===== src/rtl/vss_pkg.sv =====
package vss_pkg;
    localparam int H_W = 11;
    localparam int L_W = 10;

    localparam int NTSC_HTOT      = 1560;
    localparam int PAL_HTOT       = 1888;
    localparam int NTSC_ACT_START = 236;
    localparam int PAL_ACT_START  = 310;
    localparam int NTSC_PIX       = 640;
    localparam int PAL_PIX        = 768;
    localparam int NTSC_LINES     = 525;
    localparam int PAL_LINES      = 625;
    localparam int NTSC_ODD_LINE  = 4;
    localparam int PAL_ODD_LINE   = 1;
    localparam int NTSC_EVEN_LINE = 266;
    localparam int PAL_EVEN_LINE  = 313;
    localparam int NTSC_EVEN_WIN  = 780;
    localparam int PAL_EVEN_WIN   = 944;
    localparam int NTSC_ODD_LAST  = 263;
    localparam int PAL_ODD_LAST   = 312;
    localparam int Y_BLANK        = 16;
    localparam int C_BLANK        = 128;

    typedef struct packed {
        logic [H_W-1:0] h;
        logic [L_W-1:0] line;
        logic           odd;
        logic           locked;
        logic           active;
    } tpos_t;
endpackage


===== src/rtl/vss_sync_delay.sv =====
module vss_sync_delay #(
    parameter int DLY_W = 3
) (
    input  logic             clk,
    input  logic             rst_n,
    input  logic             sync_in,
    input  logic [DLY_W-1:0] sel,
    output logic             sync_out
);
    localparam int DEPTH = 1 << DLY_W;

    logic [DEPTH-2:0] sh_q, sh_d;
    logic [DEPTH-1:0] taps;

    always_comb begin
        sh_d = {sh_q[DEPTH-3:0], sync_in};
    end

    assign taps     = {sh_q, sync_in};
    assign sync_out = taps[sel];

    always_ff @(posedge clk or negedge rst_n) begin
        if (!rst_n) sh_q <= '1;
        else        sh_q <= sh_d;
    end
endmodule


===== src/rtl/vss_timing.sv =====
module vss_timing
    import vss_pkg::*;
(
    input  logic  clk,
    input  logic  rst_n,
    input  logic  pal,
    input  logic  ls_n,
    input  logic  fs_n,
    output tpos_t pos
);
    typedef struct packed {
        tpos_t p;
        logic  mode;
        logic  ls_prev;
        logic  fs_prev;
    } tim_t;

    localparam tim_t TIM_RST = '{p: '{line: L_W'(1), default: '0},
                                 ls_prev: 1'b1, fs_prev: 1'b1, default: '0};

    tim_t q, d;
    logic ls_fall, fs_fall;
    logic [H_W-1:0] h_last, a_first, a_end, e_win;
    logic [L_W-1:0] l_total, l_anchor, l_even, l_odd_last;

    assign ls_fall    = q.ls_prev & ~ls_n;
    assign fs_fall    = q.fs_prev & ~fs_n;
    assign h_last     = pal ? H_W'(PAL_HTOT - 1) : H_W'(NTSC_HTOT - 1);
    assign a_first    = pal ? H_W'(PAL_ACT_START) : H_W'(NTSC_ACT_START);
    assign a_end      = pal ? H_W'(PAL_ACT_START + 2 * PAL_PIX)
                            : H_W'(NTSC_ACT_START + 2 * NTSC_PIX);
    assign e_win      = pal ? H_W'(PAL_EVEN_WIN) : H_W'(NTSC_EVEN_WIN);
    assign l_total    = pal ? L_W'(PAL_LINES) : L_W'(NTSC_LINES);
    assign l_anchor   = pal ? L_W'(PAL_ODD_LINE) : L_W'(NTSC_ODD_LINE);
    assign l_even     = pal ? L_W'(PAL_EVEN_LINE) : L_W'(NTSC_EVEN_LINE);
    assign l_odd_last = pal ? L_W'(PAL_ODD_LAST) : L_W'(NTSC_ODD_LAST);

    always_comb begin
        d         = q;
        d.ls_prev = ls_n;
        d.fs_prev = fs_n;
        d.mode    = pal;
        if (pal != q.mode) begin
            d.p.h      = '0;
            d.p.line   = L_W'(1);
            d.p.locked = 1'b0;
        end else begin
            // a sync edge and a natural wrap on the same clock advance once
            if (ls_fall || q.p.h == h_last) begin
                d.p.h    = '0;
                d.p.line = (q.p.line >= l_total) ? L_W'(1) : q.p.line + 1'b1;
            end else begin
                d.p.h = q.p.h + 1'b1;
            end
            if (fs_fall && !ls_n) begin
                d.p.line   = l_anchor;
                d.p.locked = 1'b1;
            end else if (fs_fall && q.p.locked && d.p.h >= e_win) begin
                d.p.line = l_even;
            end
        end
        d.p.odd    = d.p.locked && (d.p.line <= l_odd_last);
        d.p.active = d.p.locked && (d.p.h >= a_first) && (d.p.h < a_end);
    end

    always_ff @(posedge clk or negedge rst_n) begin
        if (!rst_n) q <= TIM_RST;
        else        q <= d;
    end

    assign pos = q.p;
endmodule


===== src/rtl/vss_demux.sv =====
module vss_demux
    import vss_pkg::*;
#(
    parameter int DATA_W = 8
) (
    input  logic              clk,
    input  logic              rst_n,
    input  logic              pal,
    input  logic              swap,
    input  logic [DATA_W-1:0] din,
    input  tpos_t             pos_in,
    output tpos_t             pos_out,
    output logic [DATA_W-1:0] y,
    output logic [DATA_W-1:0] cb,
    output logic [DATA_W-1:0] cr,
    output logic              valid
);
    localparam logic [DATA_W-1:0] YB = DATA_W'(Y_BLANK << (DATA_W - 8));
    localparam logic [DATA_W-1:0] CB = DATA_W'(C_BLANK << (DATA_W - 8));

    typedef struct packed {
        logic [DATA_W-1:0] dat;
        logic [DATA_W-1:0] ca;
        logic [DATA_W-1:0] cbk;
        logic [DATA_W-1:0] yh;
        logic [DATA_W-1:0] y;
        logic [DATA_W-1:0] cb;
        logic [DATA_W-1:0] cr;
        logic              valid;
        tpos_t             pos;
    } dmx_t;

    localparam dmx_t DMX_RST = '{y: YB, cb: CB, cr: CB, default: '0};

    dmx_t q, d;
    logic [H_W-1:0] a_first;
    logic [1:0]     slot;

    assign a_first = pal ? H_W'(PAL_ACT_START) : H_W'(NTSC_ACT_START);
    assign slot    = 2'(pos_in.h - a_first);

    always_comb begin
        d       = q;
        d.dat   = din;
        d.pos   = pos_in;
        d.valid = 1'b0;
        if (!pos_in.active) begin
            d.y  = YB;
            d.cb = CB;
            d.cr = CB;
        end else begin
            case (slot)
                2'd0: d.ca = q.dat;
                2'd1: d.yh = q.dat;
                2'd2: begin
                    d.cbk   = q.dat;
                    d.y     = q.yh;
                    d.cb    = swap ? q.dat : q.ca;
                    d.cr    = swap ? q.ca  : q.dat;
                    d.valid = 1'b1;
                end
                default: begin
                    d.y     = q.dat;
                    d.cb    = swap ? q.cbk : q.ca;
                    d.cr    = swap ? q.ca  : q.cbk;
                    d.valid = 1'b1;
                end
            endcase
        end
    end

    always_ff @(posedge clk or negedge rst_n) begin
        if (!rst_n) q <= DMX_RST;
        else        q <= d;
    end

    assign pos_out = q.pos;
    assign y       = q.y;
    assign cb      = q.cb;
    assign cr      = q.cr;
    assign valid   = q.valid;
endmodule


===== src/rtl/vid_slave_sync.sv =====
module vid_slave_sync
    import vss_pkg::*;
#(
    parameter int DATA_W = 8,
    parameter int DLY_W  = 3
) (
    input  logic              clk,
    input  logic              rst_n,
    input  logic              pal_mode,
    input  logic              cbcr_swap,
    input  logic [DLY_W-1:0]  ln_dly,
    input  logic [DLY_W-1:0]  fd_dly,
    input  logic [DATA_W-1:0] pix_in,
    input  logic              line_sync_n,
    input  logic              field_sync_n,
    output logic [DATA_W-1:0] y_out,
    output logic [DATA_W-1:0] cb_out,
    output logic [DATA_W-1:0] cr_out,
    output logic              pix_valid,
    output logic [H_W-1:0]    h_pos,
    output logic [L_W-1:0]    line_num,
    output logic              odd_field,
    output logic              locked,
    output logic              active_video
);
    localparam int N_SYNC = 2;

    logic [N_SYNC-1:0]       sync_raw, sync_dl;
    logic [N_SYNC-1:0][DLY_W-1:0] sync_sel;
    tpos_t                   tpos, opos;

    assign sync_raw = {field_sync_n, line_sync_n};
    assign sync_sel = {fd_dly, ln_dly};

    for (genvar i = 0; i < N_SYNC; i++) begin : g_dly
        vss_sync_delay #(.DLY_W(DLY_W)) u_dly (
            .clk     (clk),
            .rst_n   (rst_n),
            .sync_in (sync_raw[i]),
            .sel     (sync_sel[i]),
            .sync_out(sync_dl[i])
        );
    end

    vss_timing u_tim (
        .clk  (clk),
        .rst_n(rst_n),
        .pal  (pal_mode),
        .ls_n (sync_dl[0]),
        .fs_n (sync_dl[1]),
        .pos  (tpos)
    );

    vss_demux #(.DATA_W(DATA_W)) u_dmx (
        .clk    (clk),
        .rst_n  (rst_n),
        .pal    (pal_mode),
        .swap   (cbcr_swap),
        .din    (pix_in),
        .pos_in (tpos),
        .pos_out(opos),
        .y      (y_out),
        .cb     (cb_out),
        .cr     (cr_out),
        .valid  (pix_valid)
    );

    assign h_pos        = opos.h;
    assign line_num     = opos.line;
    assign odd_field    = opos.odd;
    assign locked       = opos.locked;
    assign active_video = opos.active;
endmodule


===== config.mk =====
export PLATFORM = sky130hd
export DESIGN_NAME = vid_slave_sync
export DESIGN_NICKNAME = d
export VERILOG_FILES = /design/src/rtl/vss_pkg.sv /design/src/rtl/vss_sync_delay.sv /design/src/rtl/vss_timing.sv /design/src/rtl/vss_demux.sv /design/src/rtl/vid_slave_sync.sv
export SDC_FILE = /design/constraint.sdc
export NUM_CORES = 1
export LEC_CHECK = 0
export BUFFER_PORTS_ARGS = -buffer_cell sky130_fd_sc_hd__buf_2
export CAP_MARGIN = 0
export CORE_UTILIZATION = 64
export CTS_CLUSTER_DIAMETER = 80
export CTS_CLUSTER_SIZE = 30
export DETAILED_ROUTE_END_ITERATION = 8
export PLACE_DENSITY = 0.86
export SYNTH_ARGS = -nofsm -noshare
export SYNTH_HDL_FRONTEND = slang
export SYNTH_HIERARCHICAL = 1
export SYNTH_SLANG_ARGS = --single-unit

===== constraint.sdc =====
create_clock -name clk -period 10.6 [get_ports clk]
set_input_delay 2.65 -clock clk [delete_from_list [all_inputs] [get_ports clk]]
set_output_delay 2.65 -clock clk [all_outputs]
set_load 0.03 [all_outputs]

==> flow_metrics.tcl <==
set metrics [dict create \
    status "complete, no violations" \
    worst_skew_pair.late_latency_ns 0.52 \
    skew_ns 0.00935 \
    ys_ff_latch 122 \
    grt_pass1_vias 4171 \
    seq_area_frac_synth_pct 48.5 \
    via_per_inst 6.23 \
    reg2reg_from "u_tim/pos[16]" \
    finalMaxSlewViolations 0 \
    r2r-end "u_tim/pos[2]" \
    synth_area_per_cell_um2 11.2 \
    start_kind "input pin" \
    final_area_um2 6780 \
    path_class "in2reg" \
    ff2ff_setup_slack_ns 6.01 \
    clockBufferDepth 2 \
    seq_power_share_pct 42.1 \
    fin_crit_ns 6.53 \
    sw_frac_of_total_pct 26.5 \
    syn_nets 601 \
    place.port_buffers 68 \
    finalCritPeriodShare_pct 61.6 \
    dpl_cell_area_um2 6190 \
    cts.sinks 122 \
    pwr-share-comb_pct 9.1 \
    worstPathRequired_ns 10.99 \
    grt_usage_pct 28.3 \
    max-slew-margin-rel_pct 16.2 \
    rsz0062_at_grt "no" \
    hold-path-cell-count 0 \
    clockRootBuffer "clkbuf_8" \
    min_from "g_dly[0].u_dly/sh_q[3]" \
    cts_made_buffers 17 \
    grt_start_max_net_pins 75 \
    clock.fmax_mhz 153 \
    crit_path_start "pal_mode" \
    grt_pass1_wl_mm 21.8 \
    crit_path_end_kind "flip-flop" \
    wirelength_mm 13.5 \
    pin_count 69 \
    cts_resized 0 \
    pwr-share-clk_pct 48.8 \
    path_max_fanout 18 \
    switchingPower_w 0.000311 \
    dieWidth_um 102 \
    worst-r2r-cell-count 15 \
    holdCritPathClass "reg2reg" \
    drv_cap 0 \
    power.total_w 0.00117 \
    drt_first_pass_iters 7 \
    fin_cells 700 \
    placed_cells 668 \
    clkTransAtPathRegs_ns 0.06 \
    die_area_um2 10300 \
    postSynth.asyncResetShare_pct 100 \
    setup_violations 0 \
    wl_per_cell_um 19.3 \
    fill_cells 644 \
    arrival_ns 6.92 \
    cts_setup_buffers 0 \
    n_antenna_cell 0 \
    holdBufCountCts 0 \
    core_area_um2 9420 \
    antenna_found_initial 0 \
    p_int_w 0.000861 \
    ant_nets 0 \
    tightest_slew_ns 1.26 \
    final_hold_viol_count 0 \
    leakage_nw 3.38 \
    drive_gt1_share_pct 29.9 \
    tritoncts "built" \
    overflow 0 \
    synthFlopType "dfrtp_1" \
    dp_hpwl_mm 8.68 \
    fin_nets 592 \
    dr_total_vias 4363 \
    die-height_um 102 \
    area_growth_syn_to_layout_pct 6.72 \
    synth.distinct_cells 66 \
    drc 0 \
    rows 35 \
    ctsHtreeMaxLevel 4 \
    synth_edf_count 0 \
    ir_drop_v 0.000112 \
    power.density_nw_per_um2 173 \
    hold_end "g_dly[0].u_dly/sh_q[4]" \
    netlist_instances 567 \
    gp_congestion 0.924 \
    fin_tns_setup_ns 0 \
    yosysWarnings 6 \
    syn-cell-area_um2 6350 \
    first_iter_violations 373 \
    initial_utilization_pct 67.5 \
]
-- cells in the mapped netlist, drive strengths merged (4+ instances only) --
library cell | count | area [µm²]
dfrtp | 102 | 2550
buf | 85 | 639
nand2 | 44 | 168
nor2 | 38 | 143
mux2 | 26 | 323
dfstp | 20 | 526
o21ai | 17 | 85.1
mux2i | 16 | 160
clkbuf | 15 | 56.3
a21oi | 14 | 70.1
ha | 14 | 175
o211a | 14 | 140
a211oi | 13 | 97.6
xor2 | 11 | 104
inv | 10 | 37.5
nand3 | 10 | 50.1
a32o | 8 | 80.1
and3 | 8 | 50.1
nor2b | 8 | 50.1
a31o | 7 | 61.3
nor3 | 7 | 35.0
a2111oi | 5 | 68.8
a221oi | 5 | 62.6
nor4 | 5 | 31.3
mux4 | 4 | 105
nand4 | 4 | 25.0
xnor2 | 4 | 42.6
-- stage by stage --
stage                     util [%]  hold slack, ns  setup WS [ns]
final                         72.0           0.364           4.07
after floorplan                  -           0.351           4.45
after CTS                     72.0           0.365           4.17
after global routing          72.0           0.369           3.72
after global placement        65.8           0.343           3.83
after detailed placement      65.8           0.355           3.63
-- power by group through the flow --
| stage | Combinational, W | Sequential [W] | Clock [W] |
|---|---|---|---|
| finish | 0.000107 | 0.000494 | 0.000572 |
| global route | 0.000116 | 0.000495 | 0.000600 |
| CTS | 0.000106 | 0.000494 | 0.000577 |
| detailed placement | 0.000104 | 0.000501 | 0 |
| global placement | 0.000101 | 0.000500 | 0 |
| floorplan | 0.0000820 | 0.000497 | 0 |
-- sequential cells by signal (all words and copies together) (netlist names) --
register,count
u_dmx/valid,1
u_dmx/y,8
u_dmx/q,32
u_dmx/cb,8
u_tim/pos,24
u_dmx/cr,8
g_dly.u_dly/sh_q,14
u_dmx/pos_out,24
u_tim/q,3
-- cell families after synthesis --
logic type,count (synthesis),synth area share (%)
AO/OA/AOI/OAI,111,14.0
XOR/XNOR,15,2.30
adder cells (fa/ha/maj),14,2.76
buffers and inverters,111,11.6
flip-flops,122,48.5
multiplexers,46,9.26
AND/OR/NAND/NOR,148,11.6
-- worst max-delay path, stage by stage --
cell,delay [ns]
buf_2,0.23
or4_4,0.60
a2111oi_4,0.46
or2_1,0.53
nor2_1,0.17
ha_1,0.32
nor2b_1,0.13
o211ai_1,0.09
nand4b_1,0.12
a22o_1,0.15
a32o_1,0.34
clkinv_1,0.34
o22ai_1,0.25
o21ai_1,0.11
o311ai_1,0.29
o41ai_1,0.12
-- metal layers --
layer | part of all wire [%] | GRT usage [%] | vias up
li1 | - | - | 1962
met1 | 44 | 39.2 | 2162
met2 | 47 | 43.0 | 226
met3 | 7.8 | 7.59 | 13
met4 | 1.2 | 10.0 | 0
met5 | 0 | 0 | -
-- cell type report --
cell class,instances,area (µm²),area share (%)
clock buffer,18,428,6.31
tap,129,161,2.38
inverter,11,41.3,0.609
multi-input combinational,334,2540,37.4
timing repair buffer,72,373,5.50
sequential,122,3080,45.4
clock inverter,14,160,2.36
-- cell usage in the layout, fill, tap and decap left out, drive strengths merged, types with 4 or more instances in the layout --
master,count
a2111oi,5
a211oi,13
a21oi,14
a221oi,5
a31o,7
a32o,8
and3,8
buf,72
clkbuf,18
clkinv,4
dfrtp,102
dfstp,20
ha,14
inv,17
mux2,26
mux2i,16
mux4,4
nand2,44
nand3,10
nand4,4
nor2,38
nor2b,8
nor3,7
nor4,5
o211a,14
o21ai,17
xnor2,4
xor2,11
-- worst max path at each step --
stage	slack [ns]	endpoint
after global routing	3.72	u_tim/pos[2]
after CTS	4.17	u_tim/pos[2]
final	4.07	u_tim/pos[2]
after detailed placement	3.63	u_tim/pos[2]
after global placement	3.83	u_tim/pos[2]
after floorplan	4.45	u_tim/pos[2]
(Power assumes the default switching activity.)
